File: config.mk
export PLATFORM = sky130hd
export DESIGN_NAME = keyed_wdt
export DESIGN_NICKNAME = d
export VERILOG_FILES = /design/src/rtl/kwdt_pkg.sv /design/src/rtl/kwdt_ctrl.sv /design/src/rtl/kwdt_prescale.sv /design/src/rtl/kwdt_timer.sv /design/src/rtl/keyed_wdt.sv
export SDC_FILE = /design/constraint.sdc
export NUM_CORES = 1
export LEC_CHECK = 0
export ABC_AREA = 1
export BUFFER_PORTS_ARGS = -buffer_cell sky130_fd_sc_hd__buf_4
export CAP_MARGIN = 20
export CORE_ASPECT_RATIO = 0.5
export CORE_MARGIN = 3
export CORE_UTILIZATION = 30
export CTS_CLUSTER_SIZE = 20
export DETAILED_ROUTE_END_ITERATION = 7
export GPL_ROUTABILITY_DRIVEN = 1
export HOLD_SLACK_MARGIN = 0.05
export PLACE_DENSITY_LB_ADDON = 0.1
export SLEW_MARGIN = 0
export SYNTH_ARGS = -nofsm -noshare
export SYNTH_HDL_FRONTEND = slang
export SYNTH_SLANG_ARGS = --single-unit
File: constraint.sdc
create_clock -name clk -period 2.1 [get_ports clk]
set_clock_uncertainty 0.1 [all_clocks]
set_input_delay 0.42 -clock clk [delete_from_list [all_inputs] [get_ports clk]]
set_output_delay 0.42 -clock clk [all_outputs]
set_load 0.01 [all_outputs]
File: src/rtl/kwdt_pkg.sv
package kwdt_pkg;
    localparam int unsigned KEY_W = 8;
    localparam logic [KEY_W-1:0] KEY_OPEN = 8'h55;

    typedef struct packed {
        logic [KEY_W-1:0] key;
        logic             armed;
        logic             running;
        logic             pd_req;
    } ctrl_t;

    typedef struct packed {
        logic accept;
        logic count_en;
    } cmd_t;

    function automatic logic key_opens(input logic [KEY_W-1:0] k);
        return k == KEY_OPEN;
    endfunction
endpackage

File: src/rtl/kwdt_ctrl.sv
module kwdt_ctrl
    import kwdt_pkg::*;
(
    input  logic             clk,
    input  logic             rst,
    input  logic             key_we,
    input  logic [KEY_W-1:0] key_wdata,
    input  logic             arm_we,
    input  logic             arm_wdata,
    input  logic             rld_we,
    input  logic             pd_we,
    input  logic             pd_wdata,
    output ctrl_t            st,
    output cmd_t             cmd
);
    // a reload counts only against the flag as it stood before this edge
    always_comb begin
        cmd.accept   = rld_we && st.armed;
        cmd.count_en = st.running && !key_opens(st.key);
    end

    always_ff @(posedge clk) begin
        if (rst) begin
            st <= '0;
        end else begin
            if (key_we) st.key    <= key_wdata;
            if (pd_we)  st.pd_req <= pd_wdata;
            if (cmd.accept) begin
                st.armed   <= 1'b0;
                st.running <= 1'b1;
            end else if (arm_we) begin
                st.armed   <= arm_wdata;
            end
        end
    end
endmodule

File: src/rtl/kwdt_prescale.sv
module kwdt_prescale #(
    parameter int unsigned DIV   = 6,
    parameter int unsigned PRE_W = 11
) (
    input  logic clk,
    input  logic rst,
    input  logic clear,
    input  logic run,
    output logic tick
);
    localparam int unsigned DIV_W = (DIV > 1) ? $clog2(DIV) : 1;

    logic             div_tick;
    logic [PRE_W-1:0] pre_q;

    generate
        if (DIV > 1) begin : g_div
            logic [DIV_W-1:0] div_q;
            logic             div_last;
            assign div_last = (div_q == DIV_W'(DIV - 1));
            assign div_tick = run && div_last;
            always_ff @(posedge clk) begin
                if (rst || clear)   div_q <= '0;
                else if (run)       div_q <= div_last ? '0 : div_q + 1'b1;
            end
        end else begin : g_nodiv
            assign div_tick = run;
        end
    endgenerate

    assign tick = div_tick && (&pre_q);

    always_ff @(posedge clk) begin
        if (rst || clear)  pre_q <= '0;
        else if (div_tick) pre_q <= pre_q + 1'b1;
    end
endmodule

File: src/rtl/kwdt_timer.sv
module kwdt_timer #(
    parameter int unsigned TMR_W = 8
) (
    input  logic             clk,
    input  logic             rst,
    input  logic             load,
    input  logic [TMR_W-1:0] load_val,
    input  logic             tick,
    output logic             ovf_pulse
);
    logic [TMR_W-1:0] tmr_q;
    logic             wrap;

    assign wrap = tick && (&tmr_q);

    always_ff @(posedge clk) begin
        if (rst) begin
            tmr_q     <= '0;
            ovf_pulse <= 1'b0;
        end else begin
            // a load at the overflow edge takes the place of the overflow
            ovf_pulse <= wrap && !load;
            if (load)      tmr_q <= load_val;
            else if (tick) tmr_q <= tmr_q + 1'b1;
        end
    end
endmodule

File: src/rtl/keyed_wdt.sv
module keyed_wdt
    import kwdt_pkg::*;
#(
    parameter int unsigned DIV   = 6,
    parameter int unsigned PRE_W = 11,
    parameter int unsigned TMR_W = 8
) (
    input  logic             clk,
    input  logic             rst,
    input  logic             key_we,
    input  logic [7:0]       key_wdata,
    input  logic             rld_we,
    input  logic [TMR_W-1:0] rld_wdata,
    input  logic             arm_we,
    input  logic             arm_wdata,
    input  logic             pd_we,
    input  logic             pd_wdata,
    output logic             wdt_rst,
    output logic             pd_eff,
    output logic             enabled,
    output logic             running,
    output logic             armed
);
    ctrl_t st;
    cmd_t  cmd;
    logic  tmr_tick;

    kwdt_ctrl u_ctrl (
        .clk       (clk),
        .rst       (rst),
        .key_we    (key_we),
        .key_wdata (key_wdata),
        .arm_we    (arm_we),
        .arm_wdata (arm_wdata),
        .rld_we    (rld_we),
        .pd_we     (pd_we),
        .pd_wdata  (pd_wdata),
        .st        (st),
        .cmd       (cmd)
    );

    kwdt_prescale #(.DIV(DIV), .PRE_W(PRE_W)) u_pre (
        .clk   (clk),
        .rst   (rst),
        .clear (cmd.accept),
        .run   (cmd.count_en),
        .tick  (tmr_tick)
    );

    kwdt_timer #(.TMR_W(TMR_W)) u_tmr (
        .clk       (clk),
        .rst       (rst),
        .load      (cmd.accept),
        .load_val  (rld_wdata),
        .tick      (tmr_tick),
        .ovf_pulse (wdt_rst)
    );

    assign enabled = !key_opens(st.key);
    assign pd_eff  = st.pd_req && key_opens(st.key);
    assign running = st.running;
    assign armed   = st.armed;
endmodule

==> results of run 1 <==
[routing by layer]
layer	vias up	track usage (%)	part of all wire, %
li1	904	-	-
met1	744	16.3	50
met4	0	2.54	0.85
met5	-	0	0
met3	4	4.75	4.8
met2	30	21.2	44
[cell families (layout without fill, tap and decap cells)]
group	after synthesis	in the layout	synth area share, %
simple gates	147	147	35.2
flops	34	34	38.5
fa+ha+maj	2	2	1.42
xor+xnor	10	10	4.96
compound gates	40	40	11.3
buf+inv	34	67	8.57
[layout make-up]
cell class | instances | area [µm²]
inverter | 27 | 101
clock buffer | 6 | 139
timing repair buffer | 32 | 240
clock inverter | 2 | 60.1
multi-input combinational | 199 | 935
tap | 73 | 91.3
sequential | 34 | 681
fill | 586 | 3340
[worst paths after layout]
| check | from | to | cells after the start |
|---|---|---|---|
| max reg2reg | u_pre.pre_q[0]$_SDFFE_PP0P_ | u_tmr.tmr_q[7]$_SDFFE_PP0P_ | 8 |
| max | u_pre.pre_q[0]$_SDFFE_PP0P_ | u_tmr.tmr_q[7]$_SDFFE_PP0P_ | 8 |
| min reg2reg | u_pre.g_div.div_q[1]$_SDFFE_PP0P_ | u_pre.g_div.div_q[1]$_SDFFE_PP0P_ | 2 |
| min | rst | u_ctrl.st[1]$_SDFFE_PP0P_ | 2 |
[power by group through the flow]
stage | registers [W] | clock network, W | logic [W]
after detailed placement | 0.000695 | 0 | 0.000120
final | 0.000681 | 0.000983 | 0.000119
after global placement | 0.000694 | 0 | 0.000117
after floorplan | 0.000692 | 0 | 0.0000670
after global routing | 0.000684 | 0.00104 | 0.000137
after CTS | 0.000680 | 0.00101 | 0.000121
[sequential cells by signal (all words and copies together), names as in the netlist]
name / count
u_pre.g_div.div_q: 3
u_pre.pre_q: 11
u_tmr.ovf_pulse: 1
u_tmr.tmr_q: 8
u_ctrl.st: 11
[synthesized netlist by cell type]
cell / n
nor2_1: 47
o21ai_0: 17
buf_4: 1
nand3_1: 19
clkbuf_8: 1
nand4_1: 2
clkbuf_1: 2
inv_2: 1
xnor2_1: 2
dfxtp_1: 34
ha_1: 2
nor3_1: 3
nor2_4: 1
nand2_1: 69
buf_6: 1
nor2_2: 1
xor2_1: 8
inv_1: 26
buf_2: 2
a21oi_1: 23
nand2_2: 3
nand3_4: 1
nand3_2: 1
[per-stage QoR]
step	instances	instance area (µm²)
after floorplan	267	1770
after global placement	365	2050
after detailed placement	365	2050
after CTS	373	2250
after global routing	373	2250
final	373	2250
[worst max-delay path: cells and delay by family (launching register included)]
kind            cells  cell delay, ns
flops               1            0.43
fa+ha+maj           1            0.26
buf+inv             1            0.08
simple gates        5            0.57
compound gates      1            0.21
==> flow_metrics.tcl, run 1 <==
set metrics [dict create \
    status "finished clean" \
    core_um2 5590 \
    post_drt_via_cell_ratio 4.51 \
    powerDensity_nw_per_um2 794 \
    start_kind "flop" \
    fin_ws_ns 0.328 \
    crit_fanout 17 \
    root_buffer "clkbuf_16" \
    gp_congestion 0.784 \
    post_cts_buffers 0 \
    layout_min_cycle_time_ns 1.77 \
    ys_types 23 \
    grt_pass1_wl_mm 6.99 \
    hpwl_mm 2.87 \
    slew-limit-headroom_pct 67.4 \
    num_vias 1682 \
    h-tree-depth 2 \
    grt_overflow 0 \
    fmax_mhz 564 \
    cts_made_buffers 5 \
    groute.usage.overall_pct 12.8 \
    swShare_pct 19.4 \
    critPathSlowestCell "dfxtp_1" \
    syn_area_um2 1770 \
    drive_above_1_share_pct 16.0 \
    tns_ns 0 \
    grt_max_degree 21 \
    synth_top_cell_by_area "dfxtp_1" \
    fin_crit_sh_pct 84.4 \
    p_sw_w 0.000346 \
    cts_tree "built" \
    die_h_um 60.3 \
    ys_warn_count 0 \
    grt_pass1_vias 1567 \
    seqPwrFrac_pct 38.2 \
    antenna_found_initial 0 \
    synth_cells 267 \
    synth_area_leaders "dfxtp_1, nand2_1, nor2_1" \
    r2r_setup_slack_ns 0.33 \
    worstSetupEndpointType "flop" \
    route.detailed.drc 0 \
    diodes 0 \
    syn-num-nets 293 \
    portBuffers 28 \
    hold_viol 0 \
    area_growth_pct 27.2 \
    required_ns 2.17 \
    rows 19 \
    worstSkewPairLatency_ns 0.28 \
    critical_path_class "reg2reg" \
    pre_cts_ws_ns 0.325 \
    die_width_um 115 \
    cp.arrival_ns 1.84 \
    drt-initial-drc-count 113 \
    drt-total-wl_mm 4.01 \
    p_int_w 0.00144 \
    slowest_delay_ns 0.43 \
    ir_drop_mv 0.395 \
    slew_viol_final 0 \
    ctsHoldBuffers 0 \
    power.share.combinational_pct 6.7 \
    hold_path.class "in2reg" \
    cts.sinks 34 \
    worst_pin_slew_ns 0.488 \
    clockBufferDepth 2 \
    dr.pass1.iters 4 \
    wl_per_cell_um 10.7 \
    ys_ff_latch 34 \
    p_clk_share_pct 55.2 \
    avgSynthCellArea_um2 6.62 \
    clkTransAtPathRegs_ns 0.06 \
    post_cts_resized 0 \
    fin_nets 325 \
    final_cell_mix "nand2_1, nor2_1, dfxtp_1" \
    leakage_nw 0.967 \
    final_common_cell "nand2_1" \
    total_power_w 0.00178 \
    rsz0062_at_grt "false" \
    cap_violations 0 \
    io_pins 29 \
    design.die.area_um2 6900 \
    initial_core_util_pct 31.6 \
    ant_nets 0 \
    synth-seq-area-share_pct 38.5 \
    cp_cell_sequence "ha_1, nand3_2, inv_2, nand2_2, nor2_4, nand3_4, a21oi_1, nor2_1" \
    finalSetupViolCount 0 \
    fin_util_pct 40.2 \
    fin_hold_ws_ns 0.234 \
    synth_top_area_share_pct 38.5 \
]
Note: power is estimated with default switching activity, not from simulation.
==> inputs of run 2 (changes only) <==
==> constraint.sdc (replaced) <==
create_clock -name clk -period 1.55 [get_ports clk]
set_clock_uncertainty 0.1 [all_clocks]
set_input_delay 0.31 -clock clk [delete_from_list [all_inputs] [get_ports clk]]
set_output_delay 0.31 -clock clk [all_outputs]
set_load 0.01 [all_outputs]
==> flow_metrics.tcl, run 2 (same netlist as run 1, synthesis figures left out) <==
set metrics [dict create \
    status "finished clean" \
    rsz0062_at_grt "true" \
    grt_pass1_wl_mm 7.07 \
    seq_area_um2 692 \
    total_power_w 0.00209 \
    p_clk_share_pct 47.2 \
    num_vias 1729 \
    groute.usage.overall_pct 13.0 \
    finalSetupViolCount 0 \
    clkTransAtPathRegs_ns 0.05 \
    r2r-start "u_pre.pre_q[1]$_SDFFE_PP0P_" \
    cp.arrival_ns 1.14 \
    rows 19 \
    worstSkewPairLatency_ns 0.27 \
    power.share.combinational_pct 8.4 \
    critical_path_class "reg2out" \
    hpwl_mm 2.91 \
    grt_max_degree 21 \
    fin_hold_ws_ns 0.129 \
    powerDensity_nw_per_um2 861 \
    drt-total-wl_mm 4.27 \
    fin_util_pct 43.4 \
    cts.sinks 34 \
    swShare_pct 22.0 \
    drt-initial-drc-count 107 \
    portBuffers 28 \
    worstSetupEndpointType "output port" \
    crit_fanout 3 \
    cp_cell_sequence "nor2_2, nand4_1, nor2_1, buf_4" \
    r2r-end "u_tmr.tmr_q[2]$_SDFFE_PP0P_" \
    start_kind "flop" \
    hp-start "rst" \
    ir_drop_mv 0.336 \
    grt_pass1_vias 1611 \
    wl_per_cell_um 11.0 \
    critPathSlowestCell "dfxtp_1" \
    antenna_found_initial 0 \
    r2r_cells 8 \
    cts_made_buffers 5 \
    area_growth_pct 37.3 \
    seqPwrFrac_pct 44.4 \
    hold_viol 0 \
    p_int_w 0.00163 \
    final_common_cell "nand2_1" \
    gp_congestion 0.786 \
    path_buf_inv 1 \
    holdPathEnd "u_ctrl.st[1]$_SDFFE_PP0P_" \
    fin_nets 340 \
    post_drt_via_cell_ratio 4.46 \
    final_cell_mix "nand2_1, buf_4, nor2_1" \
    ctsHoldBuffers 0 \
    hold_path.class "in2reg" \
    io_pins 29 \
    clockBufferDepth 2 \
    dr.pass1.iters 4 \
    initial_core_util_pct 31.6 \
    core_um2 5590 \
    slew_viol_final 0 \
    root_buffer "clkbuf_16" \
    fin_crit_sh_pct 99.7 \
    nFillCells 578 \
    route.detailed.drc 0 \
    r2r_setup_slack_ns 0.05 \
    worst_pin_slew_ns 0.363 \
    layout_min_cycle_time_ns 1.55 \
    leakage_nw 1.04 \
    worstHoldPathCells 2 \
    diodes 0 \
    pre_cts_ws_ns 0.00997 \
    ant_nets 0 \
    fin_ws_ns 0.00414 \
    crit_family "simple AND/OR/NAND/NOR gates" \
    cts_tree "built" \
    fmax_mhz 647 \
    grt_overflow 0 \
    top_regs "u_ctrl.st: 11 flops, u_pre.pre_q: 11 flops, u_tmr.tmr_q: 8 flops" \
    slowest_delay_ns 0.31 \
    h-tree-depth 2 \
    die_width_um 115 \
    multiInputGateArea_um2 1050 \
    slew-limit-headroom_pct 75.8 \
    cap_violations 0 \
    design.die.area_um2 6900 \
    die_h_um 60.3 \
    required_ns 1.14 \
    drive_above_1_share_pct 27.3 \
    p_sw_w 0.000460 \
]
==> run 2: cell type report <==
cell class,instances,area share (%)
Multi-Input combinational cell,201,43.3
Sequential cell,34,28.5
Timing Repair Buffer,45,14.1
Clock buffer,7,5.88
Inverter,27,4.18
Tap cell,73,3.77
Clock inverter,1,0.206
==> run 2: what timing repair did <==
action	in CTS	in global routing
endpoints found under the setup margin	2	19
gates cloned	0	2
pin swaps	4	8
resized for setup	7	23
setup buffers	1	0
==> run 2: power groups by stage <==
| stage | clock (W) | sequential (W) | combinational, W |
|---|---|---|---|
| after detailed placement | 0 | 0.000941 | 0.000167 |
| after CTS | 0.00102 | 0.000924 | 0.000168 |
| after floorplan | 0 | 0.000937 | 0.0000908 |
| final | 0.000986 | 0.000927 | 0.000175 |
| after global routing | 0.00107 | 0.000930 | 0.000201 |
| after global placement | 0 | 0.000940 | 0.000163 |
==> run 2: worst register-to-register path: stages (launching register included) <==
cell and delay [ns]:
dfxtp_2 0.35, ha_4 0.16, nand3_4 0.08, inv_2 0.07
nand2_4 0.05, nor2_4 0.21, nand3_4 0.16, a21oi_2 0.16
nor2_1 0.05
==> run 2: through the flow <==
step / TNS (ns) / area, µm² / cells
2_1_floorplan: 0 / 1770 / 267
3_3_place_gp: 0 / 2140 / 377
3_5_place_dp: 0 / 2140 / 377
4_1_cts: -0.00382 / 2310 / 386
5_1_grt: -0.340 / 2420 / 388
6_report: 0 / 2420 / 388
==> run 2: worst max-delay path by stage <==
stage,from,end,depth (start not counted)
detailed placement,u_pre.pre_q[1]$_SDFFE_PP0P_,u_tmr.tmr_q[2]$_SDFFE_PP0P_,8
global route,u_pre.pre_q[1]$_SDFFE_PP0P_,u_tmr.tmr_q[1]$_SDFFE_PP0P_,9
global placement,u_pre.pre_q[1]$_SDFFE_PP0P_,u_tmr.tmr_q[1]$_SDFFE_PP0P_,8
floorplan,u_pre.pre_q[0]$_SDFFE_PP0P_,u_tmr.tmr_q[1]$_SDFFE_PP0P_,9
CTS,u_ctrl.st[10]$_SDFFE_PP0P_,pd_eff,4
finish,u_ctrl.st[4]$_SDFFE_PP0P_,pd_eff,4
==> run 2: metal layers <==
metal / global-route usage (%) / wire, µm / up-vias
li1: - / - / 941
met4: 4.57 / 38 / 0
met3: 4.25 / 135 / 4
met2: 21.3 / 1970 / 18
met5: 0 / 0 / -
met1: 16.2 / 2130 / 766
==> inputs of run 3 (changes only) <==
--- a/config.mk
+++ b/config.mk
@@ -9,11 +9,12 @@
 export BUFFER_PORTS_ARGS = -buffer_cell sky130_fd_sc_hd__buf_4
 export CAP_MARGIN = 20
 export CORE_ASPECT_RATIO = 0.5
-export CORE_MARGIN = 3
+export CORE_MARGIN = 1
 export CORE_UTILIZATION = 30
 export CTS_CLUSTER_SIZE = 20
 export DETAILED_ROUTE_END_ITERATION = 7
 export GPL_ROUTABILITY_DRIVEN = 1
+export GPL_TIMING_DRIVEN = 0
 export HOLD_SLACK_MARGIN = 0.05
 export PLACE_DENSITY_LB_ADDON = 0.1
 export SLEW_MARGIN = 0
==> flow_metrics.tcl, run 3 (same netlist as run 1, synthesis figures left out) <==
set metrics [dict create \
    io_pins 29 \
    hpwl_mm 2.88 \
    slowest_delay_ns 0.32 \
    die_h_um 56.3 \
    grt_pass1_vias 1612 \
    total_power_w 0.00218 \
    clockBufferDepth 2 \
    area_growth_pct 40.4 \
    cp_cell_sequence "nor2_2, nand4_1, buf_4, buf_6" \
    start_kind "flop" \
    drt-total-wl_mm 4.33 \
    grt_max_degree 11 \
    critical_path_class "reg2out" \
    h-tree-depth 2 \
    fmax_mhz 641 \
    cts.sinks 34 \
    ir_drop_mv 0.452 \
    cts_made_buffers 5 \
    final_common_cell "nand2_1" \
    rsz0062_at_grt "true" \
    hold_viol 0 \
    ctsHoldBuffers 0 \
    drt-initial-drc-count 48 \
    fin_crit_sh_pct 101 \
    antenna_found_initial 0 \
    cp.arrival_ns 1.15 \
    core_um2 5590 \
    slew-limit-headroom_pct 67.2 \
    p_int_w 0.00172 \
    seqPwrFrac_pct 42.3 \
    die_width_um 111 \
    layout_min_cycle_time_ns 1.56 \
    critPathSlowestCell "dfxtp_2" \
    grt_overflow 0 \
    powerDensity_nw_per_um2 881 \
    status "finished with violations" \
    violations "setup timing" \
    dr.pass1.iters 4 \
    final_cells 388 \
    num_vias 1764 \
    post_drt_via_cell_ratio 4.55 \
    slew_viol_final 0 \
    portBuffers 28 \
    worst_pin_slew_ns 0.491 \
    design.die.area_um2 6220 \
    dp.cells 368 \
    grt_pass1_wl_mm 7.29 \
    worstSkewPairLatency_ns 0.27 \
    p_clk_share_pct 49.5 \
    leakage_nw 1.06 \
    cts_tree "built" \
    rows 19 \
    top_regs "u_ctrl.st: 11 flops, u_pre.pre_q: 11 flops, u_tmr.tmr_q: 8 flops" \
    final_cell_mix "nand2_1, nor2_1, buf_4" \
    clkTransAtPathRegs_ns 0.05 \
    worstSetupEndpointType "output port" \
    root_buffer "clkbuf_16" \
    power.share.combinational_pct 8.1 \
    initial_core_util_pct 31.6 \
    groute.usage.overall_pct 14.5 \
    fin_nets 340 \
    finalSetupViolCount 1 \
    nFillCells 569 \
    required_ns 1.14 \
    swShare_pct 21.4 \
    fin_ws_ns -0.00987 \
    wl_per_cell_um 11.2 \
    diodes 0 \
    crit_fanout 3 \
    p_sw_w 0.000468 \
    ant_nets 0 \
    hold_path.class "in2reg" \
    cap_violations 0 \
    route.detailed.drc 0 \
    drive_above_1_share_pct 31.4 \
    gp_congestion 0.772 \
]
[run 3: area by class of cell]
class,instances,area [µm²],share of cell area [%]
Tap cell,73,91.3,3.68
Inverter,27,101,4.09
Sequential cell,34,702,28.3
Timing Repair Buffer,40,325,13.1
Clock buffer,8,166,6.71
Multi-Input combinational cell,199,1040,41.9
Buffer,7,55.1,2.22
[run 3: power groups by stage]
stage	Combinational (W)	Sequential [W]	Clock (W)
6_report	0.000178	0.000925	0.00108
5_1_grt	0.000203	0.000929	0.00115
4_1_cts	0.000174	0.000920	0.00111
3_5_place_dp	0.000165	0.000940	0
3_3_place_gp	0.000163	0.000940	0
2_1_floorplan	0.0000908	0.000937	0
[run 3: metal layers]
layer	global-route usage (%)	share of wire (%)
met5	0	0
met2	23.4	45
met4	4.00	0.79
met3	4.10	3.4
met1	19.2	51
[run 3: repair_timing]
action / in CTS / in global routing
cloned: 1 / 1
buffers inserted: 6 / 4
resized for setup: 27 / 22
endpoints found under the setup margin: 20 / 23
pin swaps: 5 / 10
[run 3: metrics by stage]
step           worst slack [ns]  hold slack, ns  TNS [ns]  cell area [µm²]  util (%)
6_report               -0.00987           0.131  -0.00987             2480      44.4
5_1_grt                 -0.0902           0.129    -0.546             2480      44.4
4_1_cts                 -0.0179           0.127   -0.0412             2390      42.8
3_5_place_dp             -0.167           0.352     -2.39             2070      37.1
3_3_place_gp             -0.190           0.352     -2.55             2070      37.1
2_1_floorplan            0.0128           0.279         0             1770         -
[run 3: worst paths after layout]
path	from	to	slack, ns	cells after the start
worst min register to register	u_pre.g_div.div_q[2]$_SDFFE_PP0P_	u_pre.g_div.div_q[2]$_SDFFE_PP0P_	0.38	2
worst max-delay path	u_ctrl.st[8]$_SDFFE_PP0P_	enabled	-0.01	4
worst min-delay path	rst	u_ctrl.st[1]$_SDFFE_PP0P_	0.13	2
worst max register to register	u_pre.pre_q[0]$_SDFFE_PP0P_	u_tmr.tmr_q[1]$_SDFFE_PP0P_	0.02	9
[run 3: critical path: cells and delay by family (launching register included)]
| kind | cells | cell delay, ns |
|---|---|---|
| simple gates | 2 | 0.28 |
| buf+inv | 2 | 0.28 |
| flops | 1 | 0.32 |
